[config.mk]
export PLATFORM = sky130hd
export DESIGN_NAME = adc_trig_delay
export DESIGN_NICKNAME = d
export VERILOG_FILES = /design/src/rtl/adc_trig_pkg.sv /design/src/rtl/adc_trig_chan.sv /design/src/rtl/adc_trig_delay.sv
export SDC_FILE = /design/constraint.sdc
export NUM_CORES = 1
export LEC_CHECK = 0
export BUFFER_PORTS_ARGS = -buffer_cell sky130_fd_sc_hd__clkbuf_2
export CAP_MARGIN = 20
export CORE_ASPECT_RATIO = 0.9
export CORE_MARGIN = 4
export CORE_UTILIZATION = 29
export CTS_CLUSTER_SIZE = 40
export DETAILED_ROUTE_END_ITERATION = 8
export PLACE_DENSITY = 0.46
export SYNTH_ARGS = -nofsm -noshare
export SYNTH_HDL_FRONTEND = slang
export SYNTH_SLANG_ARGS = --single-unit
[constraint.sdc]
create_clock -name clk -period 1.9 [get_ports clk]
set_input_delay 0.38 -clock clk [delete_from_list [all_inputs] [get_ports clk]]
set_output_delay 0.38 -clock clk [all_outputs]
set_load 0.03 [all_outputs]
[src/rtl/adc_trig_pkg.sv]
package adc_trig_pkg;
    localparam int unsigned CTRL_W = 10;
    localparam logic [2:0] ADDR_CTRL  = 3'd0;
    localparam logic [2:0] ADDR_BUF_A = 3'd1;
    localparam logic [2:0] ADDR_BUF_B = 3'd2;
    localparam logic [2:0] ADDR_ACT_A = 3'd3;
    localparam logic [2:0] ADDR_ACT_B = 3'd4;

    typedef struct packed {
        logic       lt_b;
        logic       lc_b;
        logic       lt_a;
        logic       lc_a;
        logic       dn_b;
        logic       up_b;
        logic       dn_a;
        logic       up_a;
        logic [1:0] xfer;
    } trig_ctrl_t;
endpackage

[src/rtl/adc_trig_chan.sv]
module adc_trig_chan #(
    parameter int unsigned W = 16
) (
    input  logic         clk,
    input  logic         rst_n,
    input  logic         wr_buf,
    input  logic         wr_act,
    input  logic [W-1:0] wr_data,
    input  logic         xfer_now,
    input  logic         cnt_run,
    input  logic [W-1:0] cnt_val,
    input  logic         cnt_up,
    input  logic         up_en,
    input  logic         dn_en,
    input  logic         link_c,
    input  logic         link_t,
    input  logic         crest_ok,
    input  logic         trough_ok,
    output logic         trig
);
    typedef struct packed {
        logic [W-1:0] buf_v;
        logic [W-1:0] act;
        logic         trig;
    } chan_st_t;

    chan_st_t st_d, st_q;
    logic dir_ok, gate_ok;

    always_comb begin
        st_d    = st_q;
        dir_ok  = cnt_up ? up_en : dn_en;
        gate_ok = (!link_c && !link_t) || (link_c && crest_ok) || (link_t && trough_ok);
        st_d.trig = cnt_run && (cnt_val == st_q.act) && dir_ok && gate_ok;
        if (wr_buf) st_d.buf_v = wr_data;
        if (xfer_now) st_d.act = st_q.buf_v;
        if (wr_act) st_d.act = wr_data;
    end

    always_ff @(posedge clk or negedge rst_n) begin
        if (!rst_n) begin
            st_q.buf_v <= '1;
            st_q.act   <= '1;
            st_q.trig  <= 1'b0;
        end else begin
            st_q <= st_d;
        end
    end

    assign trig = st_q.trig;

    a_r3_dir_enable: assert property (@(posedge clk) disable iff (!rst_n)
        trig |-> $past(cnt_up ? up_en : dn_en));
    a_r4_skip_gate: assert property (@(posedge clk) disable iff (!rst_n)
        trig |-> $past(!(link_c || link_t) || (link_c && crest_ok) || (link_t && trough_ok)));
    a_r1_needs_run: assert property (@(posedge clk) disable iff (!rst_n)
        trig |-> $past(cnt_run));
    a_r2_xfer_copy: assert property (@(posedge clk) disable iff (!rst_n)
        (xfer_now && !wr_act) |=> (st_q.act == $past(st_q.buf_v)));
endmodule

[src/rtl/adc_trig_delay.sv]
module adc_trig_delay #(
    parameter int unsigned W = 16
) (
    input  logic         clk,
    input  logic         rst_n,
    input  logic         cnt_run,
    input  logic [W-1:0] cnt_val,
    input  logic         cnt_up,
    input  logic         crest,
    input  logic         trough,
    input  logic         pwm_cmp,
    input  logic         skip_en,
    input  logic         crest_ok,
    input  logic         trough_ok,
    input  logic         wr_en,
    input  logic [2:0]   wr_addr,
    input  logic [W-1:0] wr_data,
    output logic         trig_a,
    output logic         trig_b
);
    import adc_trig_pkg::*;
    localparam int unsigned NCH = 2;

    trig_ctrl_t ctrl_d, ctrl_q;
    logic [1:0] xfer_eff;
    logic       xfer_now;
    logic [NCH-1:0] up_v, dn_v, lc_v, lt_v, wbuf_v, wact_v, trig_v;

    always_comb begin
        ctrl_d = ctrl_q;
        if (wr_en && wr_addr == ADDR_CTRL && !cnt_run)
            ctrl_d = trig_ctrl_t'(wr_data[CTRL_W-1:0]);
        xfer_eff = {ctrl_q.xfer[1] & pwm_cmp, ctrl_q.xfer[0]};
        xfer_now = (crest && xfer_eff[0]) || (trough && xfer_eff[1]);
        up_v   = {ctrl_q.up_b, ctrl_q.up_a};
        dn_v   = {ctrl_q.dn_b, ctrl_q.dn_a} & {NCH{pwm_cmp}};
        lc_v   = {ctrl_q.lc_b, ctrl_q.lc_a} & {NCH{pwm_cmp & skip_en}};
        lt_v   = {ctrl_q.lt_b, ctrl_q.lt_a} & {NCH{pwm_cmp & skip_en}};
        wbuf_v = {wr_en && wr_addr == ADDR_BUF_B, wr_en && wr_addr == ADDR_BUF_A};
        wact_v = {wr_en && wr_addr == ADDR_ACT_B, wr_en && wr_addr == ADDR_ACT_A};
    end

    always_ff @(posedge clk or negedge rst_n) begin
        if (!rst_n) ctrl_q <= '0;
        else        ctrl_q <= ctrl_d;
    end

    for (genvar i = 0; i < NCH; i++) begin : g_chan
        adc_trig_chan #(.W(W)) i_chan (
            .clk(clk), .rst_n(rst_n),
            .wr_buf(wbuf_v[i]), .wr_act(wact_v[i]), .wr_data(wr_data),
            .xfer_now(xfer_now), .cnt_run(cnt_run), .cnt_val(cnt_val),
            .cnt_up(cnt_up), .up_en(up_v[i]), .dn_en(dn_v[i]),
            .link_c(lc_v[i]), .link_t(lt_v[i]),
            .crest_ok(crest_ok), .trough_ok(trough_ok),
            .trig(trig_v[i])
        );
    end

    assign trig_a = trig_v[0];
    assign trig_b = trig_v[1];

    a_r6_ctrl_locked: assert property (@(posedge clk) disable iff (!rst_n)
        cnt_run |=> $stable(ctrl_q));
    a_r7_down_masked: assert property (@(posedge clk) disable iff (!rst_n)
        (!pwm_cmp && !cnt_up) |=> !(trig_a || trig_b));
endmodule

# [Word level (Yosys, flattened, before mapping)]
# Index checks and enable logic that the tools add are counted.
[op_classes] eq_ne=6 n_mux=6 bitwise=5 n_reduce_logical=33
[ops] operator="$mux 16" n=4
[ops] operator="$eq 16x16->1" n=2
[ops] operator="$logic_and 1x1->1" n=20
[ops] operator="$and 2x2->2" n=3
[ops] operator="$eq 3x2->1 const B" n=2
[ops] operator="$logic_not 1->1" n=5
[ops] operator="$logic_or 1x1->1" n=5
[ops] operator="$reduce_bool 2->1" n=2
[ops] operator="$eq 3x1->1 const B" n=1
[ops] operator="$eq 3x3->1 const B" n=1
[ops] operator="$logic_not 3->1" n=1
[ops] operator="$and 1x1->1" n=2
[ops] operator="$mux 1" n=2
[word_totals] reg_bits=76 in_bits=46 elab_cells=65

# [Depth between registers and ports, before layout]
[logic_depth] word_depth=7 depth_mapped=5 mapped_depth_nobuf=4

# [By module]
# From an unflattened synthesis, not the netlist that was laid out.
[hier_totals] cells_unflattened=294 area_unflattened_um2=3681.0
[modules_own_cells] mod="adc_trig_chan" n_inst=2 cells_each=129 area_each_um2=1594.0 seq_area_each_um2=865.8
[modules_own_cells] mod="adc_trig_delay" n_inst=1 cells_each=36 area_each_um2=493.0 seq_area_each_um2=250.2

# [Least setup slack after synthesis]
# No wires, ideal clock.
[synth_path] path_type="input -> register" start="input port wr_addr[2]" end="register g_chan[1].i_chan.st_q[23] in the netlist's numbering" path_stages=4 path_slack_ps=439 t_required_ps=1818 arrival_time_ps=1378 setup_ps=82 cell_sequence="nand2b_4 -> nor3b_4 -> buf_8 -> mux2_2"
[synth_via] elab_chain_len=2
[synth_lines] element="start: declaration" line_no="adc_trig_delay.sv:16" text="input logic [2:0] wr_addr,"
[synth_lines] element="$eq 3x2->1" line_no="adc_trig_delay.sv:39" text="wbuf_v = {wr_en && wr_addr == ADDR_BUF_B, wr_en && wr_addr == ADDR_BUF_A};"
[synth_lines] element="$logic_and 1x1->1" line_no="adc_trig_delay.sv:39"
[synth_lines] element="end signal: assignment" line_no="adc_trig_chan.sv:46" text="st_q <= st_d;"
[synth_lines] element="end: declaration" line_no="adc_trig_chan.sv:27" text="chan_st_t st_d, st_q;"
# No other way between the ends.
# A chain may end at the register's enable or synchronous reset.

==> reports/qor.yml <==
synth_edf_count: 0
yosysWarnings: 0
critPathLaunchType: "flop"
grt.overflow.total: 0
hold_viol_final: 0
die_y_um: 114
grt_max_degree: 77
finish.instance_area_sq_um: 4380
async_flop_share_pct: 100
grt_pass1_wl_um: 14300
synth_area_sq_um: 3620
maxSlewHeadroom_pct: 69.0
arrival_ns: 1.85
required_ns: 2.10
hold_ws_ns: 0.0799
tightestPinTransition_ns: 0.461
drt-vias-per-instance: 4.63
postLayoutSetupSlackWorst_ns: 0.254
p_leak_nw: 1.82
grtUsageTotal_pct: 13.0
tritoncts: "yes"
gp_congestion: 0.759
maxCapViolations: 0
synth_cell_types: 27
instances_no_fill: 546
root_buffer: "clkbuf_16"
io_pins: 48
dp_hpwl_um: 5910
area_growth_syn_to_layout_pct: 21.1
clock_sinks: 76
timing.final.crit_period_ns: 1.65
antenna_found_initial: 0
antenna_left: 0
h-tree-depth: 3
synthFlopType: "dfstp_2"
finClkSkew_ns: 0.00763
fmax_ghz: 0.608
synth_nets: 376
ir_drop_uv: 411
outcome: "complete, no violations"
period_share_pct: 86.6
diodes: 0
core_region_area_sq_um: 12100
cellPowerDensity_nw_per_um2: 1230
ys_seq_area_share_pct: 54.8
ys_seq_elements: 76
dieArea_sq_um: 14300
totalWireLength_um: 8890
routedWlPerCell_um: 16.3
drt-initial-drc-count: 126
grt_pass1_vias: 2520
placedInstanceArea_sq_um: 4110
cts_made_buffers: 9
slew_viol_final: 0
crit_path_end_kind: "flop"
drive_above_1_share_pct: 46.6
worst-setup-path-type: "reg2reg"
setup_tns_ns: 0
synth_area_per_cell_sq_um: 11.0
netlist_instances: 330
setup-violations-final: 0
cts_hold_buf: 0
start_util_pct: 29.9
utilization_pct: 36.2
place_inst: 530
vias: 2527
cts-resized-gates: 0
insertion_delay_ns: 0.33
drt_pass1_iterations: 5
path_clk_slew_ns: 0.06
post_cts_buffers: 0
clockBufferDepth: 2
rsz0062_at_grt: "false"
power_mw: 5.37
crit_fanout: 2
port-buffer-count: 47
hold_class: "in2async"
drc: 0
pre_cts_slack_ns: 0.144
nNetsFinal: 427
num_rows: 38
die_w_um: 126
[synth_stat cells (2+ instances only)]
| master | instances | share of area [%] |
|---|---|---|
| xor2_1 | 30 | 7.3 |
| nor2_1 | 36 | 3.7 |
| nor3_1 | 2 | 0.28 |
| nand4_1 | 2 | 0.35 |
| nor3b_4 | 2 | 1.0 |
| dfrtp_1 | 12 | 8.3 |
| buf_2 | 4 | 0.55 |
| nand2_1 | 70 | 7.3 |
| mux2_2 | 41 | 13 |
| a31oi_1 | 32 | 5.5 |
| dfstp_2 | 64 | 46 |
| xnor2_1 | 2 | 0.48 |
| nor4_1 | 6 | 1.0 |
| a21oi_1 | 5 | 0.69 |
| a2111oi_0 | 2 | 0.48 |
| clkbuf_1 | 9 | 0.93 |
[cells by family after synthesis]
kind of cell	share of synthesized area, %
AO/OA/AOI/OAI	7.36
flip-flops	54.8
buffers and inverters	2.32
multiplexers	13.0
XOR/XNOR	7.74
AND/OR/NAND/NOR	14.8
[path summary, 6_finish.rpt]
kind,cells past startpoint,slack (ns),start,to
setup / recovery,4,0.25,g_chan[0].i_chan.st_q[13],g_chan[0].i_chan.trig
max in group asynchronous,2,1.47,rst_n,g_chan[0].i_chan.st_q[31]
hold / removal,2,0.08,rst_n,ctrl_q[5]
hold reg to reg,2,0.48,g_chan[1].i_chan.st_q[31],g_chan[1].i_chan.st_q[15]
setup reg to reg,4,0.25,g_chan[0].i_chan.st_q[13],g_chan[0].i_chan.trig
min in group clk,3,0.30,wr_data[14],g_chan[0].i_chan.st_q[15]
[cells in the final DEF, fill, tap and decap left out, types with 3 or more instances in the layout]
| master | Yosys | layout |
|---|---|---|
| xor2_1 | 30 | 30 |
| nor2_1 | 36 | 36 |
| clkbuf_16 | 0 | 9 |
| nand2_1 | 70 | 70 |
| a31oi_1 | 32 | 32 |
| mux2_2 | 41 | 41 |
| nor4_1 | 6 | 6 |
| clkinvlp_4 | 0 | 3 |
| buf_12 | 0 | 5 |
| a21oi_1 | 5 | 5 |
| dfstp_2 | 64 | 64 |
| dfrtp_1 | 12 | 12 |
| clkbuf_2 | 0 | 46 |
| buf_4 | 0 | 3 |
[where the power goes]
part | switching, mW | total (mW) | internal (mW)
Clock | 0.693 | 1.59 | 0.896
Combinational | 0.559 | 1.12 | 0.560
Sequential | 0.288 | 2.66 | 2.37
Total | 1.54 | 5.37 | 3.83
[routing by layer]
| metal | GRT usage, % | share of wire [%] |
|---|---|---|
| met1 | 17.7 | 48 |
| met2 | 20.4 | 45 |
| met3 | 3.46 | 5.0 |
| met4 | 4.07 | 1.2 |
| met5 | 0 | 0 |
[layout make-up]
type,count,area (sq um)
inverter,1,3.75
sequential,76,1980
clock buffer,10,229
timing repair buffer,55,358
multi-input combinational,238,1560
clock inverter,6,48.8
fill,1215,7740
tap,160,200
[worst max-delay path: stages, from the launching register on]
cell and delay, ns:
dfstp_2 0.54, xor2_1 0.07, nor4_1 0.46, nand4_1 0.16, a2111oi_0 0.29
[sequential cells by signal (all words and copies together), names as in the netlist]
register            cells
ctrl_q                 10
g_chan.i_chan.st_q     64
g_chan.i_chan.trig      2
Note: power is estimated with default switching activity, not from simulation.
